`src/rtl/atten_prog_pkg.sv`:
```
package atten_prog_pkg;
  typedef enum logic [2:0] {
    ST_IDLE,
    ST_SER_LOW,
    ST_SER_HIGH,
    ST_LE_WAIT,
    ST_PAR_SETUP,
    ST_LE_HIGH,
    ST_TAIL
  } seq_state_e;
endpackage

```
`src/rtl/atten_prog_timer.sv`:
```
// Down-counter: load N-1 on phase entry, expired marks the phase's last cycle.
module atten_prog_timer #(
  parameter int W = 8
) (
  input  logic         clk,
  input  logic         rst_n,
  input  logic         load,
  input  logic [W-1:0] load_val,
  output logic         expired
);
  logic [W-1:0] cnt;

  always_ff @(posedge clk or negedge rst_n) begin
    if (!rst_n)            cnt <= '0;
    else if (load)         cnt <= load_val;
    else if (cnt != '0)    cnt <= cnt - 1'b1;
  end

  assign expired = (cnt == '0);
endmodule

```
`src/rtl/atten_prog_shreg.sv`:
```
// Left-shifting word register; its top bit drives the serial data line.
module atten_prog_shreg #(
  parameter int W = 6
) (
  input  logic         clk,
  input  logic         rst_n,
  input  logic         load,
  input  logic [W-1:0] din,
  input  logic         shift,
  output logic         msb
);
  logic [W-1:0] word;

  always_ff @(posedge clk or negedge rst_n) begin
    if (!rst_n)      word <= '0;
    else if (load)   word <= din;
    else if (shift)  word <= {word[W-2:0], 1'b0};
  end

  assign msb = word[W-1];
endmodule

```
`src/rtl/atten_prog_master.sv`:
```
module atten_prog_master
  import atten_prog_pkg::*;
#(
  parameter int CODE_W           = 6,
  parameter int CLK_LOW_CYC      = 5,
  parameter int CLK_HIGH_CYC     = 5,
  parameter int LE_SETUP_CYC     = 1,
  parameter int SER_LE_PULSE_CYC = 3,
  parameter int PAR_SETUP_CYC    = 1,
  parameter int PAR_LE_PULSE_CYC = 1,
  parameter int HOLD_CYC         = 1,
  parameter int MIN_GAP_CYC      = 4000
) (
  input  logic              clk,
  input  logic              rst_n,
  input  logic              cfg_serial,
  input  logic              req_valid,
  input  logic [CODE_W-1:0] req_code,
  output logic              req_ready,
  output logic              ser_data,
  output logic              ser_clk,
  output logic              latch_en,
  output logic [CODE_W-1:0] par_data,
  output logic              done
);
  localparam int PH_A   = (CLK_LOW_CYC > CLK_HIGH_CYC) ? CLK_LOW_CYC : CLK_HIGH_CYC;
  localparam int PH_B   = (SER_LE_PULSE_CYC > PAR_LE_PULSE_CYC) ? SER_LE_PULSE_CYC : PAR_LE_PULSE_CYC;
  localparam int PH_C   = (LE_SETUP_CYC > PAR_SETUP_CYC) ? LE_SETUP_CYC : PAR_SETUP_CYC;
  localparam int PH_D   = (PH_A > PH_B) ? PH_A : PH_B;
  localparam int PH_E   = (PH_C > HOLD_CYC) ? PH_C : HOLD_CYC;
  localparam int PH_MAX = (PH_D > PH_E) ? PH_D : PH_E;
  localparam int TW     = $clog2(PH_MAX + 1);
  localparam int GW     = $clog2(MIN_GAP_CYC + 1);
  localparam int BW     = $clog2(CODE_W);

  seq_state_e     state, nxt;
  logic           ph_load, ph_done;
  logic [TW-1:0]  ph_val;
  logic           sh_load, sh_shift;
  logic           gap_start, gap_clear;
  logic [BW-1:0]  bit_idx;
  logic           accept;

  assign req_ready = (state == ST_IDLE) && gap_clear;
  assign accept    = req_valid && req_ready;

  always_comb begin
    nxt       = state;
    ph_load   = 1'b0;
    ph_val    = '0;
    sh_load   = 1'b0;
    sh_shift  = 1'b0;
    gap_start = 1'b0;
    case (state)
      ST_IDLE: if (accept) begin
        ph_load = 1'b1;
        if (cfg_serial) begin
          nxt     = ST_SER_LOW;
          ph_val  = TW'(CLK_LOW_CYC - 1);
          sh_load = 1'b1;
        end else begin
          nxt    = ST_PAR_SETUP;
          ph_val = TW'(PAR_SETUP_CYC - 1);
        end
      end
      ST_SER_LOW: if (ph_done) begin
        nxt     = ST_SER_HIGH;
        ph_load = 1'b1;
        ph_val  = TW'(CLK_HIGH_CYC - 1);
      end
      ST_SER_HIGH: if (ph_done) begin
        ph_load = 1'b1;
        if (bit_idx == '0) begin
          nxt    = ST_LE_WAIT;
          ph_val = TW'(LE_SETUP_CYC - 1);
        end else begin
          nxt      = ST_SER_LOW;
          ph_val   = TW'(CLK_LOW_CYC - 1);
          sh_shift = 1'b1;
        end
      end
      ST_LE_WAIT: if (ph_done) begin
        nxt       = ST_LE_HIGH;
        ph_load   = 1'b1;
        ph_val    = TW'(SER_LE_PULSE_CYC - 1);
        gap_start = 1'b1;
      end
      ST_PAR_SETUP: if (ph_done) begin
        nxt       = ST_LE_HIGH;
        ph_load   = 1'b1;
        ph_val    = TW'(PAR_LE_PULSE_CYC - 1);
        gap_start = 1'b1;
      end
      ST_LE_HIGH: if (ph_done) begin
        nxt     = ST_TAIL;
        ph_load = 1'b1;
        ph_val  = TW'(HOLD_CYC - 1);
      end
      ST_TAIL: if (ph_done) nxt = ST_IDLE;
      default: nxt = ST_IDLE;
    endcase
  end

  always_ff @(posedge clk or negedge rst_n) begin
    if (!rst_n) begin
      state    <= ST_IDLE;
      ser_clk  <= 1'b0;
      latch_en <= 1'b0;
      done     <= 1'b0;
      par_data <= '0;
      bit_idx  <= '0;
    end else begin
      state    <= nxt;
      ser_clk  <= (nxt == ST_SER_HIGH);
      latch_en <= (nxt == ST_LE_HIGH);
      done     <= (state == ST_LE_HIGH) && (nxt == ST_TAIL);
      if (accept && !cfg_serial) par_data <= req_code;
      if (sh_load)               bit_idx  <= BW'(CODE_W - 1);
      else if (sh_shift)         bit_idx  <= bit_idx - 1'b1;
    end
  end

  atten_prog_timer #(.W(TW)) u_phase_timer (
    .clk(clk), .rst_n(rst_n), .load(ph_load), .load_val(ph_val), .expired(ph_done)
  );

  atten_prog_timer #(.W(GW)) u_gap_timer (
    .clk(clk), .rst_n(rst_n), .load(gap_start), .load_val(GW'(MIN_GAP_CYC - 1)),
    .expired(gap_clear)
  );

  atten_prog_shreg #(.W(CODE_W)) u_shreg (
    .clk(clk), .rst_n(rst_n), .load(sh_load), .din(req_code), .shift(sh_shift),
    .msb(ser_data)
  );
endmodule

```
`config.mk`:
```
export PLATFORM = sky130hd
export DESIGN_NAME = atten_prog_master
export DESIGN_NICKNAME = d
export VERILOG_FILES = /design/src/rtl/atten_prog_pkg.sv /design/src/rtl/atten_prog_timer.sv /design/src/rtl/atten_prog_shreg.sv /design/src/rtl/atten_prog_master.sv
export SDC_FILE = /design/constraint.sdc
export NUM_CORES = 1
export LEC_CHECK = 0
export BUFFER_PORTS_ARGS = -buffer_cell sky130_fd_sc_hd__buf_4
export CAP_MARGIN = 20
export CORE_UTILIZATION = 58
export DETAILED_ROUTE_END_ITERATION = 8
export GPL_ROUTABILITY_DRIVEN = 0
export GPL_TIMING_DRIVEN = 1
export PLACE_DENSITY = 0.88
export SYNTH_ARGS = -nofsm -noshare
export SYNTH_HDL_FRONTEND = slang
export SYNTH_SLANG_ARGS = --single-unit
export TNS_END_PERCENT = 5
```
`constraint.sdc`:
```
create_clock -name clk -period 2.9 [get_ports clk]
set_input_delay 0.145 -clock clk [delete_from_list [all_inputs] [get_ports clk]]
set_output_delay 0.145 -clock clk [all_outputs]
set_load 0.01 [all_outputs]
```
Yosys cells after proc, flatten, opt, wreduce, memory -nomap -nowiden --
Index checks and enable logic that the tools add are counted.
Storage, ports and cells: word-level logic and storage cells 71, output and inout port bits 11, input bits 10, register bits after elaboration 36
Cells by class: muxes and demuxes 34, reduce and logical (&&, ||, !) cells 16, equal/unequal tests 9, add/subtract/negate cells 3
Operators by type and width (count):
- $mux 3 | 16
- $mux 12 | 2
- $pmux 3 s6 | 1
- $eq 3x3->1 const B | 5
- $logic_not 12->1 | 1
- $mux 6 | 2
- $pmux 3 s4 | 1
- $reduce_bool 12->1 | 1
- $sub 12x1->12 const B | 1
- $eq 3x2->1 const B | 3
- $logic_not 3->1 | 3
- $mux 1 | 9
- $reduce_bool 2->1 | 3
- $sub 3x1->3 const B | 2
- $reduce_or 5->1 | 1
- $logic_and 1x1->1 | 4
- $mux 2 | 2
- $eq 3x1->1 const B | 1
- $reduce_bool 3->1 | 1
- $pmux 1 s2 | 1
- $reduce_or 2->1 | 1
- $logic_not 1->1 | 1

Depth between registers and ports, before layout --
Gate-level depths: netlist (run 1).
depth after elaboration 7, mapped depth 7

Hierarchy --
A second synthesis (run 1) with hierarchy kept.
Second synthesis, totals: cell total of the unflattened synthesis 192, area, all modules 1981.9 µm²
By module, submodules not included:
- atten_prog_master | seq. area each 375.4 µm², area each 775.7 µm², instances 1, cells each 73
- atten_prog_timer at u_gap_timer | seq. area each 300.3 µm², area each 730.7 µm², instances 1, cells each 72
- atten_prog_shreg | seq. area each 150.1 µm², area each 275.3 µm², instances 1, cells each 26
- atten_prog_timer at u_phase_timer | seq. area each 75.1 µm², area each 200.2 µm², instances 1, cells each 21

Worst setup path after synthesis (run 1) --
OpenSTA, ideal clock, no wires.
path type register -> register, start point register bit_idx[0], end point register u_shreg.word[1], setup slack 0.860 ns, data arrival time 1.914 ns, setup time 0.126 ns, cell stages (with the launch flop) 8, data required time 2.774 ns, period minus slack after synthesis 2.040 ns, cells stage by stage dfrtp_1 inv_1 ha_1 ha_1 or4b_1 nor2_2 a41oi_4 a221o_1
On the way: longest elaborated chain between the ends 5
RTL lines:
- start: declaration | line atten_prog_master.sv:41 | logic [BW-1:0] bit_idx;
- start signal: assignment | line atten_prog_master.sv:118 | if (sh_load) bit_idx <= BW'(CODE_W - 1);
- start signal: assignment | line atten_prog_master.sv:119 | else if (sh_shift) bit_idx <= bit_idx - 1'b1;
- $logic_not 3->1 | line atten_prog_master.sv:73 | if (bit_idx == '0) begin
- $mux 1 | line atten_prog_master.sv:73
- $mux 1 | line atten_prog_master.sv:71 | ST_SER_HIGH: if (ph_done) begin
- $mux 1 | line atten_prog_master.sv:54 | case (state)
- $reduce_bool 2->1 (no line)
- end signal: assignment | line atten_prog_shreg.sv:16 | else if (load) word <= din;
- end signal: assignment | line atten_prog_shreg.sv:17 | else if (shift) word <= {word[W-2:0], 1'b0};
- end: declaration | line atten_prog_shreg.sv:12 | logic [W-1:0] word;
No other way between the ends. A chain may end at the register's enable or synchronous reset.

Final worst setup path (run 1) --
start point register bit_idx[0], end point register u_shreg.word[4]
Same word-level chain as after synthesis.

==> flow_results.org, run 1 <==
** Route
- The final layout contains routed wiring with a total length of about 4300 um.
- In the routed design, unresolved DRC markers number 0.
- Average via count per standard cell :: 6.09
- Antenna violation net count after detailed routing :: 0
- The routed layout has around 1600 vias.
- The first TritonRoute pass finished after 4 iterations.
- Dividing the detail-routed wire length by the instance count gives between 15 and 20 um.
- For this block, the initial DRC count from the detailed router was about 120.

** Worst setup path
- Worst setup SP type :: flop
- Type of the worst setup path :: flop to flop
- STA classifies the critical path endpoint as a flop.
- Worst EP required :: ~3100 ps
- Critical Path AT :: roughly 2500 ps
- Critical path fanouts, max :: 9

** Global routing
- For this run, global-route usage on met3 was measured as 0.0649.
- The number of antenna violations at the first check in global routing is 0.
- The first global-routing pass estimated around 7100 um of wire.
- In the global route stage, met2 resource usage came out at 0.446.
- Across every metal layer, demand over resource in global routing totals 0.277.
- Global routing finished with a remaining overflow of 0.
- met2 is the most crowded layer.
- Entering global routing, the biggest net connects 37 pins.
- For this run, global-route usage on met1 was measured as 0.350.
- Via count of the first global-routing pass :: 1524

** Cells and area
- The net count of the finished layout is 227.
- With fillers left out, the area of the finished cells amounts to between 0.002 and 0.0025 mm^2.
- In the layout the commonest cells are sky130_fd_sc_hd__dfrtp_1 (36), sky130_fd_sc_hd__buf_4 (24), sky130_fd_sc_hd__nor2_1 (16), sky130_fd_sc_hd__inv_1 (9).
- Measured on the finished design, the core utilization comes to 0.712.
- Layout overhead on the synthesized area :: 14.3%
- The number of antenna diodes in the final layout is 0.
- Of the cells placed in the final design, the portion with a size suffix greater than 1 is 0.203.
- Fillers :: 248
- Leading cell type in the layout, fill and taps excluded :: sky130_fd_sc_hd__dfrtp_1

** Synth
- The number of nets in the synthesized netlist is roughly 200.
- Synthesized instance count :: approximately 190
- In this run, distinct cell masters in the synthesized netlist total 52.
- Area share of the largest cell type after synthesis :: 0.466
- Prevailing post-synth register cell :: sky130_fd_sc_hd__dfrtp_1
- By area the synthesized netlist is led by sky130_fd_sc_hd__dfrtp_1 (47%), sky130_fd_sc_hd__mux2_4 (4.7%), sky130_fd_sc_hd__ha_1 (3.9%).
- For this run, the register share of the synthesized area comes to 0.466.
- Post-synth EDFFs :: 0
- The largest total area in the synthesized netlist belongs to sky130_fd_sc_hd__dfrtp_1.
- FFs w/ async S/R, synth :: 1.00
- In this run, synthesis produced a sequential element count of 36.
- Mapped Avg Cell Area :: around 10 um^2
- Yosys warning total :: 0
- Netlist area before placement :: between 0.0015 and 0.002 mm^2

** Die
- The region available for standard cell placement spans 0.00310 mm^2.
- The floorplan step set the die height to 59.7 um.
- Rows :: 20
- Width of the die :: around 60 um
- Top-Level Pins :: 21
- For this configuration, the core starts out at a cell density of 0.623.
- Full die area :: about 0.0036 mm^2

** STA
- Skew final :: between 3 and 4 ps
- Max Clk Rate :: between 400 and 500 MHz
- Slew Limit Headroom :: 0.569
- The number of hold violations in the final report is 0.
- Setup violators final :: 0
- Dividing the final minimum period by the clock period gives 0.786.
- The count of pins over their slew limit came to 0.
- Slew at the pin closest to its max-slew limit :: 641 ps
- The worst path meets setup with 622 ps of slack.
- The routed design could run at a clock period as short as approximately 2300 ps.
- Total Neg Setup Slack :: 0 ps
- RSZ-0062 raised after global routing :: no

** Placed design
- Number of port buffers :: 20
- Once detailed placement completed, the half-perimeter wirelength came to between 2000 and 3000 um.
- Placed cell area :: about 0.0021 mm^2
- DP Worst Slack :: between 600 and 700 ps

** CTS
- CTS clk-pin slew, worst paths :: roughly 100 ps
- Clock latency on the worst-skew pair, taken at its later pin, is ~350 ps.
- Max H-tree Level :: 2
- For this design, the sink count on the clock tree is 36.
- TritonCTS Buffers :: 5
- CTS tree :: built
- In this run the deepest clock path goes through 2 buffers.
- Root buffer cell :: sky130_fd_sc_hd__clkbuf_4

** Power and ir drop
- Cell internal power was estimated by the tool at roughly 1.1 mW.
- For this design the ratio of total power to cell area is between 800 and 900 mW/mm^2.
- IR analysis of the VDD net gives a maximum drop of about 560 uV.
- Of the total power, the clock network draws 0.150.
- Flop pwr share :: 0.451
- Leakage power summed over all cells :: about 1.0 nW
- Summed over all nets, the switching power comes to 0.755 mW.
- Tot Pwr :: roughly 1.9 mW
- Of the total power, the share spent switching nets is 0.400.
- Of the total power, combinational logic draws 0.399.

** Run
- Max-cap violations :: 0

** Status
- The run finished with clean final reports.

** Hold path
- In this run the worst hold path is classified as primary input to flop.
-- cells by family (layout without fill, tap and decap cells) --
kind of cell | Yosys count | count (layout) | synth area share
xor+xnor | 5 | 5 | 0.0227
fa+ha+maj | 6 | 6 | 0.0388
mux | 8 | 8 | 0.0576
flops | 36 | 36 | 0.466
compound gates | 38 | 38 | 0.140
buf+inv | 16 | 42 | 0.0317
simple gates | 77 | 77 | 0.243
-- repair_timing --
action	CTS	global route
setup buffers	0	0
hold buffers	1	0
gates resized for setup	0	0
endpoints found under the hold margin	36	0
-- metrics by stage --
step / std cells / hold slack, ps
6_report: 256 / 33.5
5_1_grt: 256 / 18.2
4_1_cts: 256 / 18.8
3_5_place_dp: 247 / 128
3_3_place_gp: 247 / 121
2_1_floorplan: 186 / -151
-- power by group through the flow --
stage	registers [mW]	logic (mW)	clock network, mW
floorplan	0.810	0.554	0
global route	0.878	0.835	0.312
global placement	0.840	0.694	0
CTS	0.847	0.748	0.292
finish	0.851	0.753	0.284
detailed placement	0.855	0.736	0
-- flip-flops by register name, summed over array words and instances (netlist names) --
register           count
bit_idx                3
done                   1
latch_en               1
par_data               6
ser_clk                1
state                  3
u_phase_timer.cnt      3
u_shreg.word           6
u_gap_timer.cnt       12
-- critical path: stages (launching register included) --
cell	delay [ps]
sky130_fd_sc_hd__dfrtp_1	380
sky130_fd_sc_hd__inv_1	50
sky130_fd_sc_hd__ha_1	200
sky130_fd_sc_hd__ha_1	190
sky130_fd_sc_hd__or4b_1	550
sky130_fd_sc_hd__nor2_2	370
sky130_fd_sc_hd__a41oi_4	90
sky130_fd_sc_hd__a221o_1	330
-- metal layers --
| layer | up-vias | wire, um |
|---|---|---|
| met4 | 0 | 120 |
| met2 | 61 | 2090 |
| met5 | - | 0 |
| met3 | 14 | 222 |
| li1 | 725 | - |
| met1 | 759 | 1820 |
-- layout make-up --
class	count	area [um^2]	share of cell area
inverter	9	33.8	0.0153
sequential	36	901	0.408
clock buffer	8	58.8	0.0266
tap	44	55.1	0.0249
timing repair buffer	25	190	0.0861
multi-input combinational	134	971	0.439
-- cell usage after synthesis, drive strengths merged, types with 3 or more instances --
cell	count
nor4	3
nand2	9
inv	9
xnor2	3
o211ai	3
mux2	7
a21oi	6
nor2	17
nand3	8
o21ai	13
a221o	5
ha	6
nand2b	3
clkbuf	6
nand4	3
or3	5
nor3	5
dfrtp	36
or4b	3
nor2b	3
and2	6
-- worst paths after layout --
path / from / to / slack [ps] / depth (start not counted)
max: bit_idx[0] / u_shreg.word[4] / 620 / 7
min: req_code[1] / u_shreg.word[1] / 30 / 2
max reg2reg: bit_idx[0] / u_shreg.word[4] / 620 / 7
min reg2reg: u_shreg.word[3] / u_shreg.word[3] / 520 / 1
max in group asynchronous: rst_n / u_shreg.word[4] / 2310 / 2
min in group asynchronous: rst_n / u_gap_timer.cnt[8] / 280 / 2
Note: power is estimated with default switching activity, not from simulation.
==> inputs of run 2 (changes only) <==
Settings changed: CORE_UTILIZATION 58 to 52, PLACE_DENSITY 0.88 to 0.84.
Clock period 2.9 ns to 2 ns, I/O delays scaled along.
==> flow_results.org, run 2 (same netlist as run 1, synthesis figures left out) <==
** Status
- The run finished with clean final reports.

** Route
- Uppermost metal layer occupied by signal nets :: met4
- Length of routed wiring on met1 :: 2000 um (+9.9%)
- The post-detailed-routing wire length is 4560 um (+7.0%).
- Total length of routed met3 wires :: 229 um (+3.2%)
- Initial DRT Pass Iterations :: 4 (unchanged)
- Count of vias placed by the detailed router :: 1636 (+4.9%)
- The average wire per cell in the routed design came to 16.4 um (-1.4%).
- The number of remaining DRC errors came to 0 (unchanged).
- Number of DRC markers after the initial detailed-route iteration :: 103 (-15%)
- Average via count per standard cell :: 5.88 (-3.4%)
- The post-detailed-route count of antenna-violating nets came to 0 (unchanged).
- WL met2 :: 2250 um (+7.3%)

** Cells and area
- Flip-flop count of the largest register, all copies and words added :: 12 (unchanged)
- Counting flops per register, the top entry is u_gap_timer.cnt.
- The core utilization of the finished layout is 0.715 (+0.00292).
- Compared with the post-synthesis result, the final layout area differs by 27.3%.
- Leaving out fill and tap cells, the most frequent cell in the layout is sky130_fd_sc_hd__buf_4.
- The proportion of layout cells with a drive suffix above 1 came to 0.302 (+0.0989).
- Registers with the most flip-flops :: u_gap_timer.cnt (12), par_data (6), u_shreg.word (6)
- Highest-count cells in the layout ignoring fill and taps :: sky130_fd_sc_hd__buf_4 (44), sky130_fd_sc_hd__dfrtp_1 (36), sky130_fd_sc_hd__nor2_1 (16), sky130_fd_sc_hd__inv_1 (9)
- Inserted Diodes :: 0 (unchanged)
- The final instance count without filler cells came to 278 (+8.6%).
- The number of filler cells placed in the layout came to 255 (+2.8%).
- The post-route cell area is 0.00246 mm^2 (+11%).
- The final net count came to 247 (+8.8%).

** Placed design
- Cell count after placement :: 268 (+8.5%)
- The post-placement worst setup slack is -53.8 ps (-716 ps).
- Number of port buffers :: 20 (unchanged)
- The detailed placer's ending HPWL was 3080 um (+3.7%).
- The instance area at placement is 0.00229 mm^2 (+7.0%).

** Worst setup path
- Number of cells on the worst reg-to-reg path :: 7 (unchanged)
- Ordered list of cells on the worst path :: inv_1, ha_1, ha_2, or4b_4, nor2_4, a41oi_4, a221o_1
- The worst setup path is captured at a flop.
- In this run the critical register-to-register path is launched from bit_idx[0].
- Setup slack of the most critical reg-to-reg path :: 30 ps (-590 ps)
- Critical Path AT :: 2150 ps (-360 ps)
- Worst EP required :: 2180 ps (-950 ps)
- CP bufs+invs :: 1 (unchanged)
- Library cell contributing the largest single delay on the critical path :: sky130_fd_sc_hd__or4b_4
- Grouping stages by cell kind, the critical path spends the most delay in simple AND/OR/NAND/NOR gates.
- Critical path fanouts, max :: 5 (-4)
- Stage delay of the slowest cell on the critical path :: 500 ps (-50 ps)
- Worst setup SP type :: flop
- Reg2Reg Capture Point :: u_shreg.word[4]
- The worst setup path is of the flop to flop kind.

** STA
- The number of hold violations in the final report came to 0 (unchanged).
- Final WS setup :: 29.5 ps (-592 ps)
- Skew final :: 9.79 ps (+5.84 ps)
- The clock period minus final worst setup slack is 1970 ps (-308 ps).
- Setup violators final :: 0 (unchanged)
- The ratio of final minimum period to clock period is 0.985 (+0.200).
- Slew Limit Fails :: 0 (unchanged)
- Slew at the pin closest to its max-slew limit :: 443 ps (-199 ps)
- Setup repair after global routing could not meet its margin everywhere.
- Slew Limit Headroom :: 0.705 (+0.136)
- Max Clk Rate :: 507 MHz (+16%)

** CTS
- The number of clock sinks came to 36 (unchanged).
- TritonCTS built the clock tree.
- Largest buffer count on any clock path :: 2 (unchanged)
- Max H-tree Level :: 2 (unchanged)
- The clock-pin slew reported for the worst setup and hold paths after clock tree synthesis came to 70 ps (-30 ps).
- The clock network latency to the later pin of the worst-skew pair was 300 ps (-50 ps).
- Clock tree synthesis selected as its root buffer the cell sky130_fd_sc_hd__clkbuf_8.
- The clock buffer count from CTS came to 5 (unchanged).

** Die
- The die outline width came to 63.0 um (+5.4%).
- The effective utilization at floorplan is 0.562 (-0.0614).
- Top-Level Pins :: 21 (unchanged)
- The cell row count came to 21 (+5.0%).
- Floorplan die height :: 63.0 um (+5.4%)
- Core Area :: 0.00344 mm^2 (+11%)
- Full die area :: 0.00397 mm^2 (+11%)

** Global routing
- Pin count of the biggest net entering global routing :: 37 (unchanged)
- Via count of the first global-routing pass :: 1628 (+6.8%)
- First-pass GRT wire length :: 7480 um (+6.0%)
- The number of antenna violations at the first check in global routing was 0 (unchanged).
- Global Route Usage Sum :: 0.251 (-0.0261)
- Total congestion overflow after global routing :: 0 (unchanged)

** Power and ir drop
- Max rail drop VDD :: 669 uV (+20%)
- The leakage component of the power is 1.16 nW (+13%).
- Tot Pwr :: 3.28 mW (+74%)
- The power per cell area came to 1330 mW/mm^2 (+56%).

** Run
- The max capacitance violation total came to 0 (unchanged).

** Hold path
- Cell depth of the worst min-delay path :: 2 (unchanged)
- The worst hold path begins at req_code[3].
- The path with the worst hold slack has its endpoint at u_shreg.word[3].
- In this run the worst hold path is classified as primary input to flop.
## run 2: worst max-delay path by stage
| stage | startpoint | endpoint | slack [ps] | cells after the start |
|---|---|---|---|---|
| after floorplan | bit_idx[0] | u_shreg.word[1] | 20 | 7 |
| after global placement | bit_idx[0] | u_shreg.word[5] | 40 | 7 |
| after detailed placement | bit_idx[0] | u_shreg.word[4] | -50 | 7 |
| after CTS | u_gap_timer.cnt[0] | par_data[0] | 5 | 6 |
| after global routing | bit_idx[0] | u_shreg.word[5] | -70 | 7 |
| final | bit_idx[0] | u_shreg.word[4] | 30 | 7 |
## run 2: per-layer routing
layer / track usage / up-vias
met5: 0 / -
met4: 0.0988 / 0
met3: 0.0657 / 10
met2: 0.417 / 52
met1: 0.310 / 804
li1: - / 770
## run 2: layout make-up
| type | instances | area (um^2) | area share |
|---|---|---|---|
| Timing Repair Buffer | 45 | 340 | 0.138 |
| Clock inverter | 1 | 30.0 | 0.0122 |
| Multi-Input combinational cell | 134 | 1000 | 0.407 |
| Clock buffer | 7 | 96.3 | 0.0391 |
| Tap cell | 46 | 57.6 | 0.0234 |
| Sequential cell | 36 | 901 | 0.366 |
| Inverter | 9 | 33.8 | 0.0137 |
## run 2: worst reg2reg max path, cell delays in order (launching register included)
cell,delay (ps)
sky130_fd_sc_hd__dfrtp_1,340
sky130_fd_sc_hd__inv_1,40
sky130_fd_sc_hd__ha_1,190
sky130_fd_sc_hd__ha_2,180
sky130_fd_sc_hd__or4b_4,500
sky130_fd_sc_hd__nor2_4,180
sky130_fd_sc_hd__a41oi_4,70
sky130_fd_sc_hd__a221o_1,340
## run 2: what timing repair did
action,in CTS,in global routing
resized for setup,2,4
hold buffers,1,0
hold endpoints to repair,36,0
setup endpoints to repair,6,15
setup buffers,1,0
pin swaps,1,4
## run 2: power breakdown
group,internal [mW],leakage [nW],switching [mW]
sequential,0.993,0.440,0.205
clock,0.440,0.0645,0.261
combinational,0.651,0.657,0.730
## run 2: metrics by stage
step / setup TNS (ps) / hold WS [ps]
CTS: 0 / 40.8
global placement: 0 / 80.0
floorplan: 0 / -196
detailed placement: -156 / 81.8
finish: 0 / 39.2
global route: -649 / 40.3
